<file path="src/rtl/ser_cnt_pkg.sv">
package ser_cnt_pkg;
  typedef enum logic {MODE_SYNC = 1'b0, MODE_BUS = 1'b1} ser_mode_e;
endpackage

</file>
<file path="src/rtl/ser_cnt_len_dec.sv">
module ser_cnt_len_dec
  import ser_cnt_pkg::*;
#(
  parameter int CODE_W = 3,
  localparam int CNT_W = CODE_W + 1
) (
  input  ser_mode_e           mode_i,
  input  logic [CODE_W-1:0]   code_i,
  output logic [CNT_W-1:0]    len_o
);
  localparam logic [CNT_W-1:0] FULL_DATA = CNT_W'(1) << CODE_W;

  always_comb begin
    if (mode_i == MODE_BUS)
      len_o = (code_i == '0) ? FULL_DATA + CNT_W'(1) : CNT_W'(code_i) + CNT_W'(1);
    else
      len_o = (code_i == '0) ? FULL_DATA : CNT_W'(code_i);
  end
endmodule

</file>
<file path="src/rtl/ser_cnt_code_reg.sv">
module ser_cnt_code_reg
  import ser_cnt_pkg::*;
#(
  parameter int CODE_W = 3
) (
  input  logic              clk_i,
  input  logic              rst_ni,
  input  ser_mode_e         mode_i,
  input  logic              wr_en_i,
  input  logic              wr_guard_i,
  input  logic [CODE_W-1:0] wr_code_i,
  input  logic              scl_low_i,
  input  logic              busy_i,
  input  logic              strobe_i,
  input  logic              frame_done_i,
  output logic              wr_ok_o,
  output logic [CODE_W-1:0] code_o
);
  logic [CODE_W-1:0] code_q;

  // clock-line guard applies only to nonzero codes; strobe wins over a write
  assign wr_ok_o = wr_en_i && !wr_guard_i && (mode_i == MODE_BUS)
                && ((wr_code_i == '0) || scl_low_i)
                && !(busy_i && strobe_i);

  always_ff @(posedge clk_i or negedge rst_ni) begin
    if (!rst_ni)           code_q <= '0;
    else if (frame_done_i) code_q <= '0;
    else if (wr_ok_o)      code_q <= wr_code_i;
  end

  assign code_o = code_q;
endmodule

</file>
<file path="src/rtl/ser_cnt_down.sv">
module ser_cnt_down #(
  parameter int CNT_W = 4
) (
  input  logic             clk_i,
  input  logic             rst_ni,
  input  logic             load_i,
  input  logic [CNT_W-1:0] load_val_i,
  input  logic             strobe_i,
  output logic [CNT_W-1:0] rem_o,
  output logic             busy_o,
  output logic             done_o,
  output logic             end_pulse_o
);
  logic [CNT_W-1:0] rem_q;
  logic             end_q;

  assign busy_o = (rem_q != '0);
  assign done_o = busy_o && strobe_i && (rem_q == CNT_W'(1));

  always_ff @(posedge clk_i or negedge rst_ni) begin
    if (!rst_ni) begin
      rem_q <= '0;
      end_q <= 1'b0;
    end else begin
      end_q <= done_o;
      if (busy_o && strobe_i) rem_q <= rem_q - CNT_W'(1);
      else if (load_i)        rem_q <= load_val_i;
    end
  end

  assign rem_o       = rem_q;
  assign end_pulse_o = end_q;
endmodule

</file>
<file path="src/rtl/serial_bit_counter.sv">
module serial_bit_counter
  import ser_cnt_pkg::*;
#(
  parameter int CODE_W = 3,
  localparam int CNT_W = CODE_W + 1,
  localparam int REG_W = CODE_W + 1
) (
  input  logic             clk_i,
  input  logic             rst_ni,
  input  logic             mode_bus_i,
  input  logic             wr_en_i,
  input  logic [REG_W-1:0] wr_data_i,
  output logic [REG_W-1:0] rd_data_o,
  input  logic             frame_start_i,
  input  logic             bit_strobe_i,
  input  logic             scl_low_i,
  output logic [CNT_W-1:0] remaining_o,
  output logic [CNT_W-1:0] frame_len_o,
  output logic             frame_end_o
);
  ser_mode_e         mode;
  logic [CODE_W-1:0] code_q, next_code, rd_code;
  logic [CNT_W-1:0]  rem, load_len, rem_adj;
  logic              wr_ok, busy, done, load;

  assign mode = ser_mode_e'(mode_bus_i);

  ser_cnt_code_reg #(.CODE_W(CODE_W)) u_code (
    .clk_i, .rst_ni, .mode_i(mode), .wr_en_i,
    .wr_guard_i(wr_data_i[REG_W-1]), .wr_code_i(wr_data_i[CODE_W-1:0]),
    .scl_low_i, .busy_i(busy), .strobe_i(bit_strobe_i),
    .frame_done_i(done), .wr_ok_o(wr_ok), .code_o(code_q)
  );

  assign next_code = wr_ok ? wr_data_i[CODE_W-1:0] : code_q;

  ser_cnt_len_dec #(.CODE_W(CODE_W)) u_dec_cur (
    .mode_i(mode), .code_i(code_q), .len_o(frame_len_o)
  );

  ser_cnt_len_dec #(.CODE_W(CODE_W)) u_dec_next (
    .mode_i(mode), .code_i(next_code), .len_o(load_len)
  );

  // idle start, or accepted rewrite mid-frame
  assign load = (!busy && frame_start_i) || (busy && wr_ok);

  ser_cnt_down #(.CNT_W(CNT_W)) u_cnt (
    .clk_i, .rst_ni, .load_i(load), .load_val_i(load_len),
    .strobe_i(bit_strobe_i), .rem_o(rem), .busy_o(busy),
    .done_o(done), .end_pulse_o(frame_end_o)
  );

  assign rem_adj = (mode == MODE_BUS) ? rem - CNT_W'(1) : rem;
  assign rd_code = busy ? rem_adj[CODE_W-1:0] : code_q;

  assign rd_data_o   = {1'b1, rd_code};
  assign remaining_o = rem;
endmodule

</file>
<file path="config.mk">
export PLATFORM = sky130hd
export DESIGN_NAME = serial_bit_counter
export DESIGN_NICKNAME = d
export VERILOG_FILES = /design/src/rtl/ser_cnt_pkg.sv /design/src/rtl/ser_cnt_len_dec.sv /design/src/rtl/ser_cnt_code_reg.sv /design/src/rtl/ser_cnt_down.sv /design/src/rtl/serial_bit_counter.sv
export SDC_FILE = /design/constraint.sdc
export NUM_CORES = 1
export LEC_CHECK = 0
export CORE_ASPECT_RATIO = 0.5
export CORE_MARGIN = 2
export CORE_UTILIZATION = 30
export CTS_CLUSTER_DIAMETER = 40
export DETAILED_ROUTE_END_ITERATION = 8
export DONT_BUFFER_PORTS = 1
export MAX_ROUTING_LAYER = met4
export PLACE_DENSITY = 0.55
export RECOVER_POWER = 25
export SYNTH_ARGS = -nofsm -noshare
export SYNTH_HDL_FRONTEND = slang
export SYNTH_SLANG_ARGS = --single-unit
</file>
<file path="constraint.sdc">
create_clock -name clk_i -period 4.4 [get_ports clk_i]
set_input_delay 0.44 -clock clk_i [delete_from_list [all_inputs] [get_ports clk_i]]
set_output_delay 0.44 -clock clk_i [all_outputs]
set_load 0.05 [all_outputs]
</file>
# After elaboration in Yosys (flattened, before gate mapping)
# Index checks and enable logic that the tools add are counted.
# word_totals
output_inout_bits,13
regBits,8
# classes
addsub,3
eq_ne,1
reduce_logical,18
mux,12
# ops
op,n
4-bit two-way mux,8
3-bit two-way mux,4
3-bit logical NOT,3
3-bit by 1-bit adder with 4-bit output (second input constant),2
1-bit logical AND,8
4-bit by 1-bit equality test with 1-bit output (second input constant),1
4-bit nonzero test,1
4-bit by 1-bit subtractor with 4-bit output (second input constant),1
1-bit logical NOT,3
1-bit logical OR,2
2-bit nonzero test,1

# Depth between registers and ports, before layout
# logic_depth
ltp_word,11
depth_mapped,11
mapped_depth_nobuf,11

# By module
# Synthesis repeated with hierarchy kept, for this count alone.
# hier_totals
hier_cells,98
area_unflattened_um2,828.3
# modules_own_cells
module,n_inst,seq_area_each_um2,area_each_um2,cells_per_inst
ser_cnt_down,1,125.1,307.8,32
ser_cnt_len_dec,2,0.0,102.6,15
ser_cnt_code_reg,1,75.1,171.4,16
serial_bit_counter,1,0.0,143.9,20

# Least setup slack after synthesis
# Ideal clock, no wire load.
# synth_path
path_type,register to output
from,"register u_cnt.rem_q[0], in the netlist u_cnt.rem_o[0]"
to,output port rd_data_o[0]
required_ns,3.960
stages_incl_launch_ff,6
slack_ns,1.309
t_arrival_ns,2.651
path_cell_list,dfrtp_1 -> inv_1 -> ha_1 -> or3b_1 -> buf_6 -> o21ai_0
# synth_via
elab_chain_len,3
elab_cells_between_ends,4
# synth_lines
item,line,rtl
from (decl),ser_cnt_down.sv:14,logic [CNT_W-1:0] rem_q;
from (signal assigned),ser_cnt_down.sv:26,if (busy_o && strobe_i) rem_q <= rem_q - CNT_W'(1);
from (signal assigned),ser_cnt_down.sv:27,else if (load_i) rem_q <= load_val_i;
4-bit by 1-bit subtractor with 4-bit output,n/a,
3-bit two-way mux,serial_bit_counter.sv:54,assign rem_adj = (mode == MODE_BUS) ? rem - CNT_W'(1) : rem;
3-bit two-way mux *,serial_bit_counter.sv:55,assign rd_code = busy ? rem_adj[CODE_W-1:0] : code_q;
to (decl),serial_bit_counter.sv:13,"output logic [REG_W-1:0] rd_data_o,"
# Every way passes the cells marked *; elsewhere a longest branch is shown, timed or not.

# Worst setup path in the final report
# Same ends and word-level chain as after synthesis.

==> impl_summary.log <==
[metrics] outcome: finished clean
[metrics] class of the tightest hold or removal check: input port to register
[metrics] total count of max-transition violations in the final report: 0
[metrics] H-tree Lvls: 1
[metrics] number of enable flip-flop cells after synthesis: 0
[metrics] met2 Use GR: 0.213
[metrics] dominant register cell in the synthesized netlist: dfrtp_1
[metrics] vias in the first global route: just under 800
[metrics] power density cells: 880 nW/µm²
[metrics] Setup violations, final: 0
[metrics] upper clock frequency limit: roughly 310 MHz
[metrics] Final Hold Viols: 0
[metrics] Final Wtd Congestion: a little over 0.8
[metrics] max_cap viols: 0
[metrics] total standard cell area after synthesis: about 980 µm²
[metrics] dominant combinational cell family by area after synthesis: compound AO/OA/AOI/OAI gates
[metrics] sequential-to-total area share from yosys stat: 0.204
[metrics] number of design rule violations left after detail routing: 0
[metrics] Clk Tree Root Cell: clkbuf_8
[metrics] routed wire length: about 2.3 mm
[metrics] slew at the pin closest to its max-slew limit: ~1.0 ns
[metrics] launch point of the worst path: u_cnt.rem_o[0]$_DFFE_PN0P_
[metrics] switch share: 0.617
[metrics] die boundary width: 84.9 µm
[metrics] chip height: 44.4 µm
[metrics] Pre-antenna DRT Iters: 4
[metrics] startpoint class of the critical path: register
[metrics] cell type contributing the most total cell area after synthesis: dfrtp_1
[metrics] max incr delay on CP: ~0.8 ns
[metrics] Final nets: approximately 130
[metrics] Worst EP required: 3.96 ns
[metrics] compound-cell area share of the yosys netlist: 0.314
[metrics] buffer levels on the longest clock path: 2
[metrics] synthesized area per cell: 8.60 µm²
[metrics] reg2reg start: u_cnt.rem_o[0]$_DFFE_PN0P_
[metrics] worst setup margin: between 1 and 1.5 ns
[metrics] clock tree from TritonCTS: yes
[metrics] worst slack after detailed placement: ~1.3 ns
[metrics] portion of synthesized cell area occupied by the leading cell type: 0.204
[metrics] number of synthesized register bits: 8
[metrics] largest net degree at the start of global routing: 18
[metrics] post-route design area: approximately 1000 µm²
[metrics] Max Clock Skew: about 0.0057 ns
[metrics] Initial Util: 0.320
[metrics] DP Area: between 900 and 1000 µm²
[metrics] most congested layer reported by global routing: met2
[metrics] Post-CTS Resized: 0
[metrics] top cells by area in the synthesized netlist: dfrtp_1 (20%), ha_1 (7.7%), a21oi_1 (4.6%), nand2_1 (4.6%), buf_6 (3.4%)
[metrics] Synth top cells by count: nand2_1 (12), a21oi_1 (9), dfrtp_1 (8), nor2_1 (8)
[metrics] terminus of the critical flop-to-flop path: u_cnt.rem_o[2]$_DFFE_PN0P_
[metrics] Critical path destination: rd_data_o[0]
[metrics] proportion of synthesized area in mux cells: 0.0102
[metrics] core area: 3070 µm²
[metrics] DPL Wire Length: roughly 1.8 mm
[metrics] slack of the worst reg-to-reg path: about 1.2 ns
[metrics] fraction of met3 tracks used by global routing: 0.0336
[metrics] via count: 819
[metrics] final critical-path share of the clock period: 0.735
[metrics] antenna violations before repair: 0
[metrics] total I/O pin count: 24
[metrics] remaining max-slew budget at the tightest pin: 0.312
[metrics] number of sinks driven by the clock tree: 8
[metrics] relative contribution of combinational cells to total power: 0.627
[metrics] source-to-sink clock delay at the later pin of the worst-skew pair: ~0.23 ns
[metrics] relative area change from synthesis to final layout: 5.23%
[metrics] r2r worst-path depth: 11
[metrics] final total negative setup slack: 0 ns
[metrics] clock power share: 0.097
[metrics] WP data arrival: approximately 2.8 ns
[metrics] full die area: 3770 µm²
[metrics] layout cell share with drive strength beyond 1: 0.188
[metrics] Remaining Overflow, GRT: 0
[metrics] Internal Pwr Total: ~0.00035 W
[metrics] fraction of registers with async set/reset: 1.00
[metrics] Worst Path Class, Setup: register to output pin
[metrics] syn nets: around 130
[metrics] synthesized-area fraction occupied by and/or/nand/nor cells: 0.296
[metrics] number of vias per cell after detailed routing: about 5.4
[metrics] Antenna diodes: 0
[metrics] number of clock buffers inserted by TritonCTS: 3
[metrics] Critical Path Sink Type: output pin
[metrics] unrepaired setup endpoints after global routing: false
[metrics] most common cell in the synthesized netlist: nand2_1
[metrics] minimum clock period: roughly 3.2 ns
[metrics] Lkg Pwr: 0.446 nW
[metrics] number of standard cells after synthesis: ~110
[metrics] distinct cell type count of the synthesized netlist: 50
[metrics] std cell rows: 14
[metrics] met1 track demand over resource: 0.201
[metrics] NetSw: roughly 0.00056 W
[metrics] Worst VDD drop: roughly 0.19 mV
[metrics] gr usage total: 0.143
[metrics] crit path cell chain: inv_1, ha_1, or3b_1, o21ai_1
[metrics] post-synthesis xor/xnor area fraction: 0.0179
[metrics] Worst-path clk slew: about 0.040 ns
[metrics] proportion of power drawn by flip-flops and latches: 0.276
[metrics] global-route wire length before repair: 4.08 mm
[metrics] count of filler cells inserted in the layout: 315
[metrics] share of synthesized cell area in full adder, half adder and majority cells: 0.0765
[metrics] number of buffers inserted to repair setup after CTS: 0
[metrics] CP Max Fanout: 8
[metrics] Routed Antenna Nets: 0
[metrics] wire length per cell: between 15 and 20 µm
[metrics] count of port buffers added during placement: 0
[metrics] Slowest-stage cell, CP: o21ai_1
[metrics] total of warnings raised by yosys: 0
[metrics] Detailed Route Iter0 Violations: 40
## cell type report
class                           count  area (µm²)  share of cell area
Inverter                            7        26.3              0.0255
Sequential cell                     8         200               0.194
Timing Repair Buffer                1        10.0             0.00970
Multi-Input combinational cell     93         704               0.682
Tap cell                           40        50.0              0.0485
Clock buffer                        3        41.3              0.0400
## power by group through the flow
stage / Combinational [W] / Clock, W / Sequential (W)
finish: 0.000570 / 0.0000881 / 0.000251
detailed placement: 0.000561 / 0 / 0.000252
floorplan: 0.000553 / 0 / 0.000204
global route: 0.000624 / 0.0000951 / 0.000260
CTS: 0.000571 / 0.0000913 / 0.000250
global placement: 0.000561 / 0 / 0.000251
## cells in the final DEF (no fill, tap or decap), drive strengths merged, types with 2 or more instances in the layout
cell type  count
nand2         13
nor2          10
a21oi          9
o21ai          9
dfrtp          8
inv            7
ha             6
nand3          3
nand2b         3
clkbuf         3
nor3           3
a21o           2
nor2b          2
xor2           2
and3           2
a41o           2
o21bai         2
o32ai          2
or3b           2
or2            2
a211oi         2
## routing by layer
layer / vias to the layer above / part of all wire / routed length, µm
met5: - / 0 / 0
met4: 0 / 0.0051 / 12
met3: 2 / 0.058 / 135
met2: 21 / 0.45 / 1070
met1: 389 / 0.48 / 1130
li1: 407 / - / -
## worst max-delay path, delay by kind of cell, from the launching register on
kind	cells	cell delay, ns
AO/OA/AOI/OAI	1	0.82
AND/OR/NAND/NOR	1	0.57
buffers and inverters	1	0.24
flip-flops	1	0.60
adder cells (fa/ha/maj)	1	0.32
## flip-flops by register name, summed over array words and instances (netlist names)
name               flops
u_cnt.end_pulse_o      1
u_code.code_o          3
u_cnt.rem_o            4
## worst min path at each step
stage / startpoint / end / slack [ns] / depth (start not counted)
4_1_cts: bit_strobe_i / u_cnt.end_pulse_o$_DFF_PN0_ / 0.38 / 2
5_1_grt: bit_strobe_i / u_cnt.end_pulse_o$_DFF_PN0_ / 0.38 / 2
3_3_place_gp: rst_ni / u_cnt.rem_o[3]$_DFFE_PN0P_ / 0.14 / 0
3_5_place_dp: rst_ni / u_cnt.rem_o[2]$_DFFE_PN0P_ / 0.14 / 0
6_report: bit_strobe_i / u_cnt.end_pulse_o$_DFF_PN0_ / 0.38 / 2
2_1_floorplan: rst_ni / u_cnt.end_pulse_o$_DFF_PN0_ / 0.14 / 0
## kinds of logic (layout without fill, tap and decap cells)
group | Yosys count | after routing
adders and majority gates | 6 | 6
buffers and inverters | 13 | 11
DFF | 8 | 8
AOI/OAI and AO/OA | 37 | 37
xor gates and xnor gates | 2 | 2
muxes | 1 | 1
other | 1 | 1
and+or+nand+nor | 46 | 46
## stage by stage
step	hold slack [ns]	util	std cells	total power, W
after detailed placement	0.145	0.320	148	0.000813
after floorplan	0.144	-	114	0.000757
after global placement	0.145	0.320	148	0.000812
after CTS	0.380	0.337	152	0.000912
after global routing	0.380	0.337	152	0.000979
final	0.385	0.337	152	0.000909
## repair_timing
item                       in CTS  in global routing
setup endpoints to repair       0                  0
hold buffers                    1                  0
hold endpoints to repair        8                  0
(Power assumes the default switching activity.)
